--- config.mk ---
export PLATFORM = sky130hd
export DESIGN_NAME = exc_order_arbiter
export DESIGN_NICKNAME = d
export VERILOG_FILES = /design/src/rtl/exc_order_pkg.sv /design/src/rtl/exc_stage_reg.sv /design/src/rtl/exc_fault_merge.sv /design/src/rtl/exc_prio_enc.sv /design/src/rtl/exc_order_arbiter.sv
export SDC_FILE = /design/constraint.sdc
export NUM_CORES = 1
export LEC_CHECK = 0
export ABC_AREA = 0
export BUFFER_PORTS_ARGS = -buffer_cell sky130_fd_sc_hd__buf_2
export CAP_MARGIN = 15
export CELL_PAD_IN_SITES_DETAIL_PLACEMENT = 1
export CELL_PAD_IN_SITES_GLOBAL_PLACEMENT = 1
export CORE_MARGIN = 5
export CORE_UTILIZATION = 30
export CTS_CLUSTER_DIAMETER = 40
export CTS_CLUSTER_SIZE = 8
export DETAILED_ROUTE_END_ITERATION = 8
export PLACE_DENSITY_LB_ADDON = 0.15
export SLEW_MARGIN = 5
export SYNTH_ARGS = -nofsm -noshare
export SYNTH_HDL_FRONTEND = slang
export SYNTH_HIERARCHICAL = 1
export SYNTH_SLANG_ARGS = --single-unit
--- constraint.sdc ---
create_clock -name clk -period 3.55 [get_ports clk]
set_clock_uncertainty 0.2 [all_clocks]
set_input_delay 0.71 -clock clk [delete_from_list [all_inputs] [get_ports clk]]
set_output_delay 0.71 -clock clk [all_outputs]
set_load 0.05 [all_outputs]
--- src/rtl/exc_order_pkg.sv ---
package exc_order_pkg;
  localparam int NSTAGE  = 5;
  localparam int NCAUSE  = 9;
  localparam int CAUSE_W = 4;

  // bit positions in the cause vector; lower position = higher priority
  localparam int B_IF_PGF   = 0;
  localparam int B_IF_MIS   = 1;
  localparam int B_IF_PROT  = 2;
  localparam int B_ID_UND   = 3;
  localparam int B_EX_ARITH = 4;
  localparam int B_MEM_PGF  = 5;
  localparam int B_MEM_MIS  = 6;
  localparam int B_MEM_PROT = 7;
  localparam int B_IRQ      = 8;

  localparam logic [CAUSE_W-1:0] CODE_IRQ = CAUSE_W'(B_IRQ + 1);
endpackage

--- src/rtl/exc_stage_reg.sv ---
module exc_stage_reg #(
  parameter int PC_W = 16,
  parameter int NC   = 9
) (
  input  logic            clk,
  input  logic            rst_n,
  input  logic            d_valid,
  input  logic [PC_W-1:0] d_pc,
  input  logic [NC-1:0]   d_vec,
  output logic            q_valid,
  output logic [PC_W-1:0] q_pc,
  output logic [NC-1:0]   q_vec
);
  always_ff @(posedge clk or negedge rst_n) begin
    if (!rst_n) begin
      q_valid <= 1'b0;
      q_pc    <= '0;
      q_vec   <= '0;
    end else begin
      q_valid <= d_valid;
      q_pc    <= d_pc;
      q_vec   <= d_vec;
    end
  end
endmodule

--- src/rtl/exc_fault_merge.sv ---
module exc_fault_merge #(
  parameter int NC = 9
) (
  input  logic          valid_i,
  input  logic [NC-1:0] vec_i,
  input  logic [NC-1:0] raise_i,
  output logic [NC-1:0] vec_o
);
  // a cause is only recorded on a live instruction that is still clean
  always_comb begin
    if (valid_i && (vec_i == '0)) vec_o = raise_i;
    else                          vec_o = vec_i;
  end
endmodule

--- src/rtl/exc_prio_enc.sv ---
module exc_prio_enc #(
  parameter int NC = 9,
  parameter int CW = 4
) (
  input  logic [NC-1:0] vec_i,
  output logic          any_o,
  output logic [CW-1:0] code_o
);
  always_comb begin
    code_o = '0;
    for (int i = NC - 1; i >= 0; i--) begin
      if (vec_i[i]) code_o = CW'(i + 1);
    end
  end
  assign any_o = |vec_i;
endmodule

--- src/rtl/exc_order_arbiter.sv ---
module exc_order_arbiter
  import exc_order_pkg::*;
#(
  parameter int              PC_W       = 16,
  parameter logic [PC_W-1:0] HANDLER_PC = 'h0100
) (
  input  logic               clk,
  input  logic               rst_n,
  input  logic               in_valid_i,
  output logic               in_ready_o,
  input  logic [PC_W-1:0]    in_pc_i,
  input  logic [2:0]         if_fault_i,
  input  logic               id_fault_i,
  input  logic               ex_fault_i,
  input  logic [2:0]         mem_fault_i,
  input  logic               mem_store_i,
  input  logic               irq_i,
  output logic               mem_wr_en_o,
  output logic               commit_o,
  output logic [PC_W-1:0]    commit_pc_o,
  output logic               take_o,
  output logic [PC_W-1:0]    epc_o,
  output logic [CAUSE_W-1:0] ecause_o,
  output logic               redir_o,
  output logic [PC_W-1:0]    redir_pc_o
);
  localparam int WB  = NSTAGE - 1;
  localparam int MEM = NSTAGE - 2;

  logic [NSTAGE-1:0] s_valid;
  logic [PC_W-1:0]   s_pc    [NSTAGE];
  logic [NCAUSE-1:0] s_vec   [NSTAGE];
  logic [NCAUSE-1:0] raise   [NSTAGE-1];
  logic [NCAUSE-1:0] aug_vec [NSTAGE-1];

  logic               take;
  logic               wb_any;
  logic [CAUSE_W-1:0] wb_code;
  logic               irq_pend_q;
  logic               redir_q;
  logic [PC_W-1:0]    epc_q;
  logic [CAUSE_W-1:0] ecause_q;

  // stream side: blocked during the take cycle and the redirect cycle
  assign in_ready_o = ~(take | redir_q);

  // per-stage raise masks, laid into the shared cause vector
  always_comb begin
    for (int i = 0; i < NSTAGE - 1; i++) raise[i] = '0;
    raise[0][B_IF_PGF]     = if_fault_i[0];
    raise[0][B_IF_MIS]     = if_fault_i[1];
    raise[0][B_IF_PROT]    = if_fault_i[2];
    raise[1][B_ID_UND]     = id_fault_i;
    raise[2][B_EX_ARITH]   = ex_fault_i;
    raise[MEM][B_MEM_PGF]  = mem_fault_i[0];
    raise[MEM][B_MEM_MIS]  = mem_fault_i[1];
    raise[MEM][B_MEM_PROT] = mem_fault_i[2];
    raise[MEM][B_IRQ]      = irq_pend_q;
  end

  for (genvar g = 0; g < NSTAGE; g++) begin : g_stage
    logic              dv;
    logic [PC_W-1:0]   dpc;
    logic [NCAUSE-1:0] dvec;

    if (g == 0) begin : g_head
      assign dv   = in_valid_i & in_ready_o;
      assign dpc  = in_pc_i;
      assign dvec = '0;
    end else begin : g_body
      // a take turns every younger instruction into a bubble
      assign dv   = s_valid[g-1] & ~take;
      assign dpc  = s_pc[g-1];
      assign dvec = aug_vec[g-1];
    end

    exc_stage_reg #(.PC_W(PC_W), .NC(NCAUSE)) u_reg (
      .clk     (clk),
      .rst_n   (rst_n),
      .d_valid (dv),
      .d_pc    (dpc),
      .d_vec   (dvec),
      .q_valid (s_valid[g]),
      .q_pc    (s_pc[g]),
      .q_vec   (s_vec[g])
    );

    if (g < NSTAGE - 1) begin : g_merge
      exc_fault_merge #(.NC(NCAUSE)) u_merge (
        .valid_i (s_valid[g]),
        .vec_i   (s_vec[g]),
        .raise_i (raise[g]),
        .vec_o   (aug_vec[g])
      );
    end
  end

  exc_prio_enc #(.NC(NCAUSE), .CW(CAUSE_W)) u_enc (
    .vec_i  (s_vec[WB]),
    .any_o  (wb_any),
    .code_o (wb_code)
  );

  assign take        = s_valid[WB] & wb_any;
  assign take_o      = take;
  assign commit_o    = s_valid[WB] & ~wb_any;
  assign commit_pc_o = s_pc[WB];

  assign mem_wr_en_o = s_valid[MEM] & mem_store_i & ~(|aug_vec[MEM]) & ~take;

  always_ff @(posedge clk or negedge rst_n) begin
    if (!rst_n) begin
      epc_q      <= '0;
      ecause_q   <= '0;
      redir_q    <= 1'b0;
      irq_pend_q <= 1'b0;
    end else begin
      redir_q    <= take;
      irq_pend_q <= (irq_pend_q & ~(take && (wb_code == CODE_IRQ))) | irq_i;
      if (take) begin
        epc_q    <= s_pc[WB];
        ecause_q <= wb_code;
      end
    end
  end

  assign epc_o      = epc_q;
  assign ecause_o   = ecause_q;
  assign redir_o    = redir_q;
  assign redir_pc_o = HANDLER_PC;
endmodule

==> flow_metrics.py <==
metrics = {
    "drt": {
        "finalWirelength_mm": 9.345,
        "route.detailed.drc": 0,
        "antenna_left": 0,
        "wire_per_inst_um": 13.14,
        "vias_per_cell": 3.989,
        "first_pass_iters": 4,
        "drt-initial-drc-count": 76,
        "num_vias": 2836,
    },
    "placed_design": {
        "gp_congestion": 0.7133,
        "hpwl_mm": 6.550,
        "dpl_cell_area_um2": 6102,
        "place_ws_ns": 0.6603,
        "port_buffers": 69,
    },
    "clock_network": {
        "path_clk_slew_ns": 0.06,
        "holdBufCountCts": 0,
        "cts_setup_buffers": 0,
        "cts_root_buf": "clkbuf_16",
        "postCtsResizedCells": 0,
        "clock_latency_ns": 0.41,
        "cts_sinks": 152,
        "cts_max_level": 4,
        "numCtsBuffers": 17,
        "cts_buffer_depth": 2,
        "cts_tree": "built",
    },
    "grt": {
        "first_global_vias": 3166,
        "antenna_found_initial": 1,
        "grt_pass1_wl_mm": 16.09,
        "grt_usage": 0.09571,
        "grt_max_degree": 67,
        "grt-ovfl-total": 0,
        "grt.busiest_layer": "met2",
        "use_met1": 0.1095,
        "met3_usage": 0.03898,
        "grt_util_met2": 0.1573,
    },
    "floorplan": {
        "die_area_um2": 21030,
        "die_h_um": 145.0,
        "initial_utilization": 0.3045,
        "die_w_um": 145.0,
        "ios": 86,
        "rows": 49,
        "core_um2": 17960,
    },
    "worst_setup_path": {
        "cp_num_buf_inv": 1,
        "path_depth": 5,
        "cp-end-kind": "output port",
        "cp_max_fo": 9,
        "worstReg2RegStart": "g_stage[4].u_reg/q_vec[5]$_DFF_PN0_",
        "required_ns": 2.64,
        "crit_start": "g_stage[3].u_reg/q_vec[0]$_DFF_PN0_",
        "reg2regPathDepth": 5,
        "reg2reg_slack_ns": 1.56,
        "critPathLaunchType": "register",
        "critPathArrivalTime_ns": 2.41,
        "criticalPathCategory": "register to output port",
        "worst_path_max_delay_cell": "or4_1",
        "regToRegEndpoint": "epc_o[6]$_DFFE_PN0P_",
        "path_cells": "or4_1 -> o41ai_2 -> nor4b_1 -> and4_1 -> buf_2",
        "crit_family": "simple AND/OR/NAND/NOR gates",
        "cpPeakStageDelay_ns": 0.76,
    },
    "yosys": {
        "ys_top_cells_by_count": "dfrtp_1, inv_1, o41ai_2",
        "synth_edf_count": 0,
        "synth-seq-area-share": 0.6955,
        "yosysTopAreaCell": "dfrtp_1",
        "async_flop_share": 1.000,
        "synth_area_per_cell_um2": 15.32,
        "synth_most_common_cell": "dfrtp_1",
        "synth_top_area_share": 0.6955,
        "synth_top_flop_cell": "dfrtp_1",
        "syn_area_um2": 5469,
        "synth_warnings": 6,
        "yosys-top-cells-area": "dfrtp_1, o41ai_2, inv_1",
        "synth_cell_type_count": 35,
        "synth_seq_cells": 152,
        "synth_cells": 357,
    },
    "final_layout": {
        "drive_above_1_share": 0.3638,
        "nNetsFinal": 497,
        "design_area_um2": 6711,
        "utilization": 0.3736,
        "area_delta_synth_final_pct": 22.72,
    },
    "flow_run": {
        "drv_cap": 0,
    },
    "sta": {
        "hold_viol_final": 0,
        "setup_viol": 0,
        "setup_slack_ns": 0.2297,
        "period_minus_slack_ns": 3.320,
        "fmax_mhz": 301.2,
        "rsz0062_at_grt": "false",
        "worstMarginPinSlew_ns": 0.5965,
        "slew_viol_final": 0,
        "finalCritPeriodShare": 0.9353,
        "relSlewSlack": 0.6024,
        "final.setup.tns_ns": 0,
    },
    "power": {
        "fin_total_pwr_mw": 4.982,
        "ir_drop_v": 0.0005450,
        "power.density_nw_per_um2": 742.3,
        "leakage_nw": 3.159,
    },
    "min_path": {
        "worstHoldPathType": "primary input to asynchronous set/reset pin",
    },
    "run_status": {
        "status": "complete, no violations",
    },
}
sequential cells by signal, summed over array words and instances (netlist names):
| name | cells |
|---|---|
| ecause_o | 4 |
| epc_o | 16 |
| g_stage.u_reg/q_pc | 80 |
| g_stage.u_reg/q_valid | 5 |
| g_stage.u_reg/q_vec | 45 |
| irq_pend_q | 1 |
| redir_o | 1 |
per-layer routing:
metal | part of all wire | vias up
met5 | 0 | -
met4 | 0.018 | 0
met3 | 0.047 | 12
met2 | 0.51 | 64
met1 | 0.42 | 1431
li1 | - | 1329
worst max path at each step:
stage | slack (ns) | to
final | 0.23 | mem_wr_en_o
after global routing | 0.12 | mem_wr_en_o
after CTS | 0.20 | mem_wr_en_o
after detailed placement | 0.66 | mem_wr_en_o
after global placement | 0.69 | mem_wr_en_o
after floorplan | 0.87 | mem_wr_en_o
worst reg2reg max path, delay by kind of cell (launching register included):
| kind | cells | cell delay, ns |
|---|---|---|
| multiplexers | 1 | 0.33 |
| AND/OR/NAND/NOR | 3 | 0.82 |
| buffers and inverters | 1 | 0.13 |
| flip-flops | 1 | 0.41 |
power by group:
part           leakage (nW)  total (mW)  switching, mW  internal [mW]
Clock                 0.295        1.80          0.703           1.10
Sequential             1.78        2.05          0.107           1.95
Combinational          1.08        1.13          0.794          0.331
Total                  3.16        4.98           1.60           3.38
cells in the final DEF (no fill, tap or decap), types with 3 or more instances in the layout:
cell type    n
inv_6        3
clkbuf_16   17
a21oi_1      3
dfrtp_1    152
conb_1      52
or2_2        4
mux2_2      12
and2_2       3
clkbuf_8     3
o41ai_2     36
inv_1       74
or4_1        4
or4b_4       4
mux2_4       8
buf_2       68
clkinv_4     3
nor2_1       6
through the flow:
step | hold slack [ns] | cells
floorplan | 0.1312 | 407
global placement | 0.1320 | 678
detailed placement | 0.1358 | 678
CTS | 0.08021 | 710
global route | 0.1115 | 711
finish | 0.07467 | 711
kinds of logic (layout without fill, tap and decap cells):
group                  Yosys count  in the layout  synth area share
buffers and inverters          104            178           0.09266
DFF                            152            152            0.6955
AOI/OAI and AO/OA               43             43            0.1146
other                            2             53          0.001373
muxes                           20             20           0.04667
and+or+nand+nor                 36             36           0.04919
area by class of cell:
cell class                 count  area [um2]
antenna                        1       2.502
clock buffer                  20       466.7
multi-input combinational    151        1346
inverter                      75       286.5
fill                        1911       11250
sequential                   152        3804
timing repair buffer          71       379.1
tap                          229       286.5
clock inverter                12       140.1
Power figures use the tool's default switching activity.
